`src/rtl/dcs_pkg.sv`:
```
package dcs_pkg;
    localparam int ADDR_W    = 32;
    localparam int DATA_W    = 32;
    localparam int IDX_W     = 4;
    localparam int OFF_W     = 2;
    localparam int TAG_W     = ADDR_W - IDX_W - OFF_W;
    localparam int NUM_LINES = 1 << IDX_W;

    typedef logic [ADDR_W-1:0] addr_t;
    typedef logic [DATA_W-1:0] word_t;
    typedef logic [IDX_W-1:0]  idx_t;
    typedef logic [TAG_W-1:0]  tag_t;

    typedef struct packed {
        logic  valid;
        logic  dirty;
        tag_t  tag;
        word_t data;
    } line_t;

    typedef enum logic [1:0] {
        FS_IDLE  = 2'd0,
        FS_EVICT = 2'd1,
        FS_FETCH = 2'd2,
        FS_DONE  = 2'd3
    } fsm_e;

    function automatic idx_t idx_of(input addr_t a);
        return a[IDX_W+OFF_W-1:OFF_W];
    endfunction

    function automatic tag_t tag_of(input addr_t a);
        return a[ADDR_W-1:IDX_W+OFF_W];
    endfunction

    function automatic addr_t line_addr(input tag_t t, input idx_t i);
        return {t, i, {OFF_W{1'b0}}};
    endfunction
endpackage

```
`src/rtl/dcs_line_store.sv`:
```
module dcs_line_store
    import dcs_pkg::*;
(
    input  logic  clk,
    input  logic  rst,
    input  idx_t  rd_idx,
    output line_t rd_line,
    input  logic  we,
    input  idx_t  wr_idx,
    input  line_t wr_line
);
    line_t lines [NUM_LINES];

    // Tag and data fields are read together for the addressed line.
    assign rd_line = lines[rd_idx];

    always_ff @(posedge clk) begin
        if (rst) begin
            for (int i = 0; i < NUM_LINES; i++) lines[i] <= '0;
        end else if (we) begin
            lines[wr_idx] <= wr_line;
        end
    end
endmodule

```
`src/rtl/dcs_store_buf.sv`:
```
module dcs_store_buf
    import dcs_pkg::*;
(
    input  logic  clk,
    input  logic  rst,
    input  logic  capture,
    input  addr_t cap_addr,
    input  word_t cap_data,
    input  logic  clear,
    output logic  valid,
    output addr_t addr,
    output word_t data
);
    always_ff @(posedge clk) begin
        if (rst) begin
            valid <= 1'b0;
            addr  <= '0;
            data  <= '0;
        end else if (capture) begin
            valid <= 1'b1;
            addr  <= cap_addr;
            data  <= cap_data;
        end else if (clear) begin
            valid <= 1'b0;
        end
    end

    // an accepted store always leaves an occupied entry behind
    p_capture_fills_r4: assert property (@(posedge clk) disable iff (rst)
        capture |=> valid);
endmodule

```
`src/rtl/dcs_refill_fsm.sv`:
```
module dcs_refill_fsm
    import dcs_pkg::*;
(
    input  logic  clk,
    input  logic  rst,
    input  logic  start,
    input  logic  victim_dirty,
    input  addr_t victim_addr,
    input  word_t victim_data,
    input  addr_t fill_addr,
    output logic  idle,
    output logic  mem_req,
    output logic  mem_we,
    output addr_t mem_addr,
    output word_t mem_wdata,
    input  logic  mem_ack,
    input  word_t mem_rdata,
    output logic  fill_we,
    output word_t fill_data
);
    fsm_e  state, state_nx;
    addr_t v_addr;
    word_t v_data;

    always_comb begin
        state_nx = state;
        unique case (state)
            FS_IDLE:  if (start) state_nx = victim_dirty ? FS_EVICT : FS_FETCH;
            FS_EVICT: if (mem_ack) state_nx = FS_FETCH;
            FS_FETCH: if (mem_ack) state_nx = FS_DONE;
            FS_DONE:  state_nx = FS_IDLE;
            default:  state_nx = FS_IDLE;
        endcase
    end

    always_ff @(posedge clk) begin
        if (rst) begin
            state  <= FS_IDLE;
            v_addr <= '0;
            v_data <= '0;
        end else begin
            state <= state_nx;
            if (state == FS_IDLE && start) begin
                v_addr <= victim_addr;
                v_data <= victim_data;
            end
        end
    end

    assign idle      = (state == FS_IDLE);
    assign mem_req   = (state == FS_EVICT) || (state == FS_FETCH);
    assign mem_we    = (state == FS_EVICT);
    assign mem_addr  = (state == FS_EVICT) ? v_addr : fill_addr;
    assign mem_wdata = v_data;
    assign fill_we   = (state == FS_FETCH) && mem_ack;
    assign fill_data = mem_rdata;

    // an unanswered request stays up with the same address and direction
    p_req_held_r12: assert property (@(posedge clk) disable iff (rst)
        (mem_req && !mem_ack) |=> (mem_req && $stable(mem_addr) && $stable(mem_we)));

    // the refill read follows an acknowledged writeback
    p_evict_then_fetch_r9: assert property (@(posedge clk) disable iff (rst)
        (state == FS_EVICT && mem_ack) |=> (state == FS_FETCH && !mem_we));

    // an acknowledged read finishes the refill in the next cycle
    p_fetch_then_done_r3: assert property (@(posedge clk) disable iff (rst)
        (state == FS_FETCH && mem_ack) |=> (state == FS_DONE && !mem_req));
endmodule

```
`src/rtl/dcache_deferred_store.sv`:
```
module dcache_deferred_store
    import dcs_pkg::*;
(
    input  logic              clk,
    input  logic              rst,
    input  logic              req_valid,
    input  logic              req_write,
    input  logic [ADDR_W-1:0] req_addr,
    input  logic [DATA_W-1:0] req_wdata,
    output logic              stall,
    output logic              rd_valid,
    output logic [DATA_W-1:0] rd_data,
    output logic              mem_req,
    output logic              mem_we,
    output logic [ADDR_W-1:0] mem_addr,
    output logic [DATA_W-1:0] mem_wdata,
    input  logic              mem_ack,
    input  logic [DATA_W-1:0] mem_rdata
);
    idx_t  cur_idx;
    tag_t  cur_tag;
    line_t cur_line;
    logic  tag_hit, fsm_idle;
    logic  sb_valid;
    addr_t sb_addr;
    word_t sb_data;
    idx_t  sb_idx;
    logic  sb_match, conflict;
    logic  accept, miss_now, drain, commit, start;
    logic  fill_we;
    word_t fill_data;
    logic  arr_we;
    idx_t  arr_idx;
    line_t arr_line;

    assign cur_idx  = idx_of(req_addr);
    assign cur_tag  = tag_of(req_addr);
    assign tag_hit  = cur_line.valid && (cur_line.tag == cur_tag);
    assign sb_idx   = idx_of(sb_addr);
    assign sb_match = sb_valid && (sb_addr[ADDR_W-1:OFF_W] == req_addr[ADDR_W-1:OFF_W]);
    assign conflict = sb_valid && (sb_idx == cur_idx);

    assign accept   = req_valid && fsm_idle && tag_hit;
    assign miss_now = req_valid && fsm_idle && !tag_hit;
    assign drain    = miss_now && conflict;      // merge buffered word before eviction
    assign start    = miss_now && !conflict;
    assign commit   = accept && req_write && sb_valid;

    assign stall    = !fsm_idle || (req_valid && !tag_hit);
    assign rd_valid = accept && !req_write;
    assign rd_data  = sb_match ? sb_data : cur_line.data;

    // One write port: refills own it while the controller is busy,
    // buffer commits and merges only happen while it is idle.
    assign arr_we  = fill_we || commit || drain;
    assign arr_idx = fill_we ? cur_idx : sb_idx;
    always_comb begin
        if (fill_we)
            arr_line = '{valid: 1'b1, dirty: 1'b0, tag: cur_tag, data: fill_data};
        else
            arr_line = '{valid: 1'b1, dirty: 1'b1, tag: tag_of(sb_addr), data: sb_data};
    end

    dcs_line_store u_lines (
        .clk     (clk),
        .rst     (rst),
        .rd_idx  (cur_idx),
        .rd_line (cur_line),
        .we      (arr_we),
        .wr_idx  (arr_idx),
        .wr_line (arr_line)
    );

    dcs_store_buf u_sbuf (
        .clk      (clk),
        .rst      (rst),
        .capture  (accept && req_write),
        .cap_addr (req_addr),
        .cap_data (req_wdata),
        .clear    (drain),
        .valid    (sb_valid),
        .addr     (sb_addr),
        .data     (sb_data)
    );

    dcs_refill_fsm u_fsm (
        .clk          (clk),
        .rst          (rst),
        .start        (start),
        .victim_dirty (cur_line.valid && cur_line.dirty),
        .victim_addr  (line_addr(cur_line.tag, cur_idx)),
        .victim_data  (cur_line.data),
        .fill_addr    ({req_addr[ADDR_W-1:OFF_W], {OFF_W{1'b0}}}),
        .idle         (fsm_idle),
        .mem_req      (mem_req),
        .mem_we       (mem_we),
        .mem_addr     (mem_addr),
        .mem_wdata    (mem_wdata),
        .mem_ack      (mem_ack),
        .mem_rdata    (mem_rdata),
        .fill_we      (fill_we),
        .fill_data    (fill_data)
    );

    // a buffered store's line stays resident until the store is merged
    p_buffered_line_resident_r11: assert property (@(posedge clk) disable iff (rst)
        (sb_valid && sb_idx == cur_idx) |-> (cur_line.valid && cur_line.tag == tag_of(sb_addr)));

    // nothing completes while a refill is in flight
    p_no_load_during_refill_r3: assert property (@(posedge clk) disable iff (rst)
        mem_req |-> (!rd_valid && stall));
endmodule

```
`config.mk`:
```
export PLATFORM = sky130hd
export DESIGN_NAME = dcache_deferred_store
export DESIGN_NICKNAME = d
export VERILOG_FILES = /design/src/rtl/dcs_pkg.sv /design/src/rtl/dcs_line_store.sv /design/src/rtl/dcs_store_buf.sv /design/src/rtl/dcs_refill_fsm.sv /design/src/rtl/dcache_deferred_store.sv
export SDC_FILE = /design/constraint.sdc
export NUM_CORES = 2
export LEC_CHECK = 0
export BUFFER_PORTS_ARGS = -buffer_cell sky130_fd_sc_hd__buf_2
export CAP_MARGIN = 40
export CORE_MARGIN = 3
export CORE_UTILIZATION = 40
export CTS_CLUSTER_DIAMETER = 80
export CTS_CLUSTER_SIZE = 25
export DETAILED_ROUTE_END_ITERATION = 12
export PLACE_DENSITY = 0.65
export SKIP_CTS_REPAIR_TIMING = 1
export SLEW_MARGIN = 25
export SYNTH_ARGS = -nofsm -noshare
export SYNTH_HDL_FRONTEND = slang
export SYNTH_SLANG_ARGS = --single-unit
```
`constraint.sdc`:
```
create_clock -name clk -period 7.25 [get_ports clk]
set_input_delay 0.3625 -clock clk [delete_from_list [all_inputs] [get_ports clk]]
set_output_delay 0.3625 -clock clk [all_outputs]
set_load 0.01 [all_outputs]
```
==> results_dict.tcl <==
set metrics [dict create \
    period_share_pct 74.7 \
    die_y_um 356 \
    clockBufferDepth 3 \
    clock-root-buffer "clkbuf_16" \
    min_path_type "in2reg" \
    yosysUniqueCellTypes 66 \
    worstSetupPathType "in2reg" \
    ys_ff_latch 1087 \
    postSynthAreaPerCell_sq_um 13.2 \
    grt_pass1_vias 31900 \
    drv_cap 0 \
    avgViaCountPerCell 5.88 \
    num-fill-cells 10900 \
    die_area_sq_um 127000 \
    io_pins 201 \
    cts_sinks 1087 \
    grt_pass1_wl_um 214000 \
    rows 127 \
    place_inst 5331 \
    ys.flop_type "edfxtp_1" \
    slew_viol_final 0 \
    synth-edff-count 944 \
    required_ps 7560 \
    power_density_nw_per_um2 239 \
    final_common_cell "edfxtp_1" \
    synth_top_area_share_pct 57.8 \
    cts_max_level 2 \
    grt_setup_unrepaired "no" \
    max_freq_ghz 0.185 \
    drc 0 \
    ir_drop_uv 202 \
    max_slew_margin_pct 39.2 \
    path_clk_slew_ps 100 \
    crit_path_end_kind "flop" \
    synth-async-reset-ratio_pct 0 \
    cts_made_buffers 55 \
    yosys_warnings 0 \
    layout_common_cells "edfxtp_1, nor2_1, nand2_1" \
    dp_hpwl_um 85600 \
    antenna_found_initial 0 \
    clock_skew_ps 60.5 \
    instances_no_fill 5474 \
    place.gp.congestion 0.793 \
    synth_top_area_cell "edfxtp_1" \
    design.core.area_sq_um 121000 \
    start_util_pct 40.6 \
    final_nets 3919 \
    startpoint_type "input pin" \
    tns_ps 0 \
    status "completed" \
    grtUsageTotal_pct 22.9 \
    n_antenna_cell 0 \
    synth_area_leaders "edfxtp_1, mux4_2, nor2_1" \
    syn_inst 3719 \
    setup_violations 0 \
    drt_iter0_drc 3916 \
    finalWirelength_um 148000 \
    clk_latency_ps 710 \
    route.vias.total 32200 \
    worst_pin_slew_ps 907 \
    syn2layout_area_growth_pct 10.9 \
    die_x_um 356 \
    numPortBuffers 196 \
    cts_tree "yes" \
    grt_max_degree 138 \
    period_needed_ps 5410 \
    synth_area_sq_um 49100 \
    ant_nets 0 \
    p_leak_nw 18.2 \
    ys_seq_area_share_pct 63.6 \
    drive_gt1_share_pct 18.9 \
    cp_max_fo 74 \
    crit_arrival_ps 5730 \
    firstDrtPassIters 5 \
    drt-wirelength-per-cell_um 27.1 \
    grt_overflow 0 \
    finalHoldViolations 0 \
]
[registers in the layout, summed over array words and instances (netlist names)]
| signal | flops |
|---|---|
| u_lines.lines | 960 |
| u_fsm.mem_wdata | 32 |
| u_sbuf.data | 32 |
| u_fsm.v_addr | 30 |
| u_sbuf.addr | 30 |
| u_fsm.state | 2 |
| u_sbuf.valid | 1 |
[where the power goes]
part | internal [mW] | leakage [nW] | switching, mW | total [mW]
Combinational | 0.727 | 6.44 | 1.43 | 2.16
Sequential | 7.05 | 10.9 | 0.0925 | 7.14
Clock | 1.56 | 0.853 | 2.12 | 3.68
Total | 9.34 | 18.2 | 3.65 | 13.0
[synth_stat cells (3+ instances only)]
cell type and number:
and2_1 9, nand4_1 9, o21ai_1 3, nor2_1 858, buf_1 23, mux4_2 244
nor3_1 232, o21ai_0 29, a211oi_1 3, or3_1 4, a21o_1 4, o21a_1 3
a31oi_1 3, clkbuf_1 144, buf_2 92, o2bb2ai_1 16, edfxtp_1 944, nand2b_1 4
ha_1 3, nand3_1 33, buf_4 43, and3_1 3, mux2_2 58, inv_1 7
a221oi_1 12, mux2_1 10, nor4_1 6, dfxtp_1 143, nand2_1 431, xor2_1 30
o22ai_1 4, a22oi_1 19, o31ai_1 3, a21oi_1 10, xnor2_1 27, mux2i_1 206
a22o_1 5, nor2b_1 7
[critical path: stages]
cell and delay [ps]:
buf_8 540, buf_4 640, mux4_2 590, a22oi_1 190, nand2_1 110, xor2_1 150
nor4_1 440, and4b_1 500, mux2i_4 740, o21ai_4 330, o21ai_4 240, buf_4 660
[metrics by stage]
step / area (sq um) / utilization [%] / total power [mW] / worst slack (ps) / hold slack (ps)
2_1_floorplan: 49100 / - / 8.53 / -674 / 426
3_3_place_gp: 51900 / 43.0 / 9.35 / 1140 / 438
3_5_place_dp: 52200 / 43.2 / 9.40 / 1130 / 441
4_1_cts: 54000 / 44.7 / 13.0 / 1860 / -136
5_1_grt: 54400 / 45.0 / 13.4 / 1570 / 4.80
6_report: 54400 / 45.0 / 13.0 / 1840 / 0.538
[layer usage]
metal  track usage (%)  up-vias  wire, um
li1                  -    13700         -
met4              7.56        0      4840
met2              37.5     1838     70500
met1              31.1    16400     57900
met5                 0        -         0
met3              3.86      294     15000
[path summary, 6_finish.rpt]
| path | from | endpoint | slack [ps] | depth (start not counted) |
|---|---|---|---|---|
| hold / removal | req_addr[10] | u_sbuf.addr[10] | 0.5 | 3 |
| setup / recovery | req_addr[2] | u_lines.lines[3][3] | 1840 | 12 |
| setup reg to reg | u_lines.lines[4][40] | u_lines.lines[3][3] | 1980 | 11 |
| hold reg to reg | u_lines.lines[13][59] | u_lines.lines[13][59] | 470 | 1 |
[cell type report]
type | instances | area, sq um | share of cell area, %
Sequential cell | 1087 | 31200 | 57.4
Multi-Input combinational cell | 2319 | 16700 | 30.7
Timing Repair Buffer | 343 | 2650 | 4.86
Tap cell | 1612 | 2020 | 3.71
Clock buffer | 86 | 1570 | 2.89
Clock inverter | 18 | 216 | 0.398
Inverter | 9 | 38.8 | 0.0713
[cell families (layout without fill, tap and decap cells)]
kind of cell	count (synthesis)	after routing	synth area share, %
flops	1087	1087	63.6
compound gates	132	132	2.00
buf+inv	314	456	3.00
fa+ha+maj	3	3	0.0765
other cells	1	2	0.00764
simple gates	1606	1606	13.3
mux	519	519	17.0
xor+xnor	57	57	1.02
No activity file was read; power rests on OpenSTA's default activity.
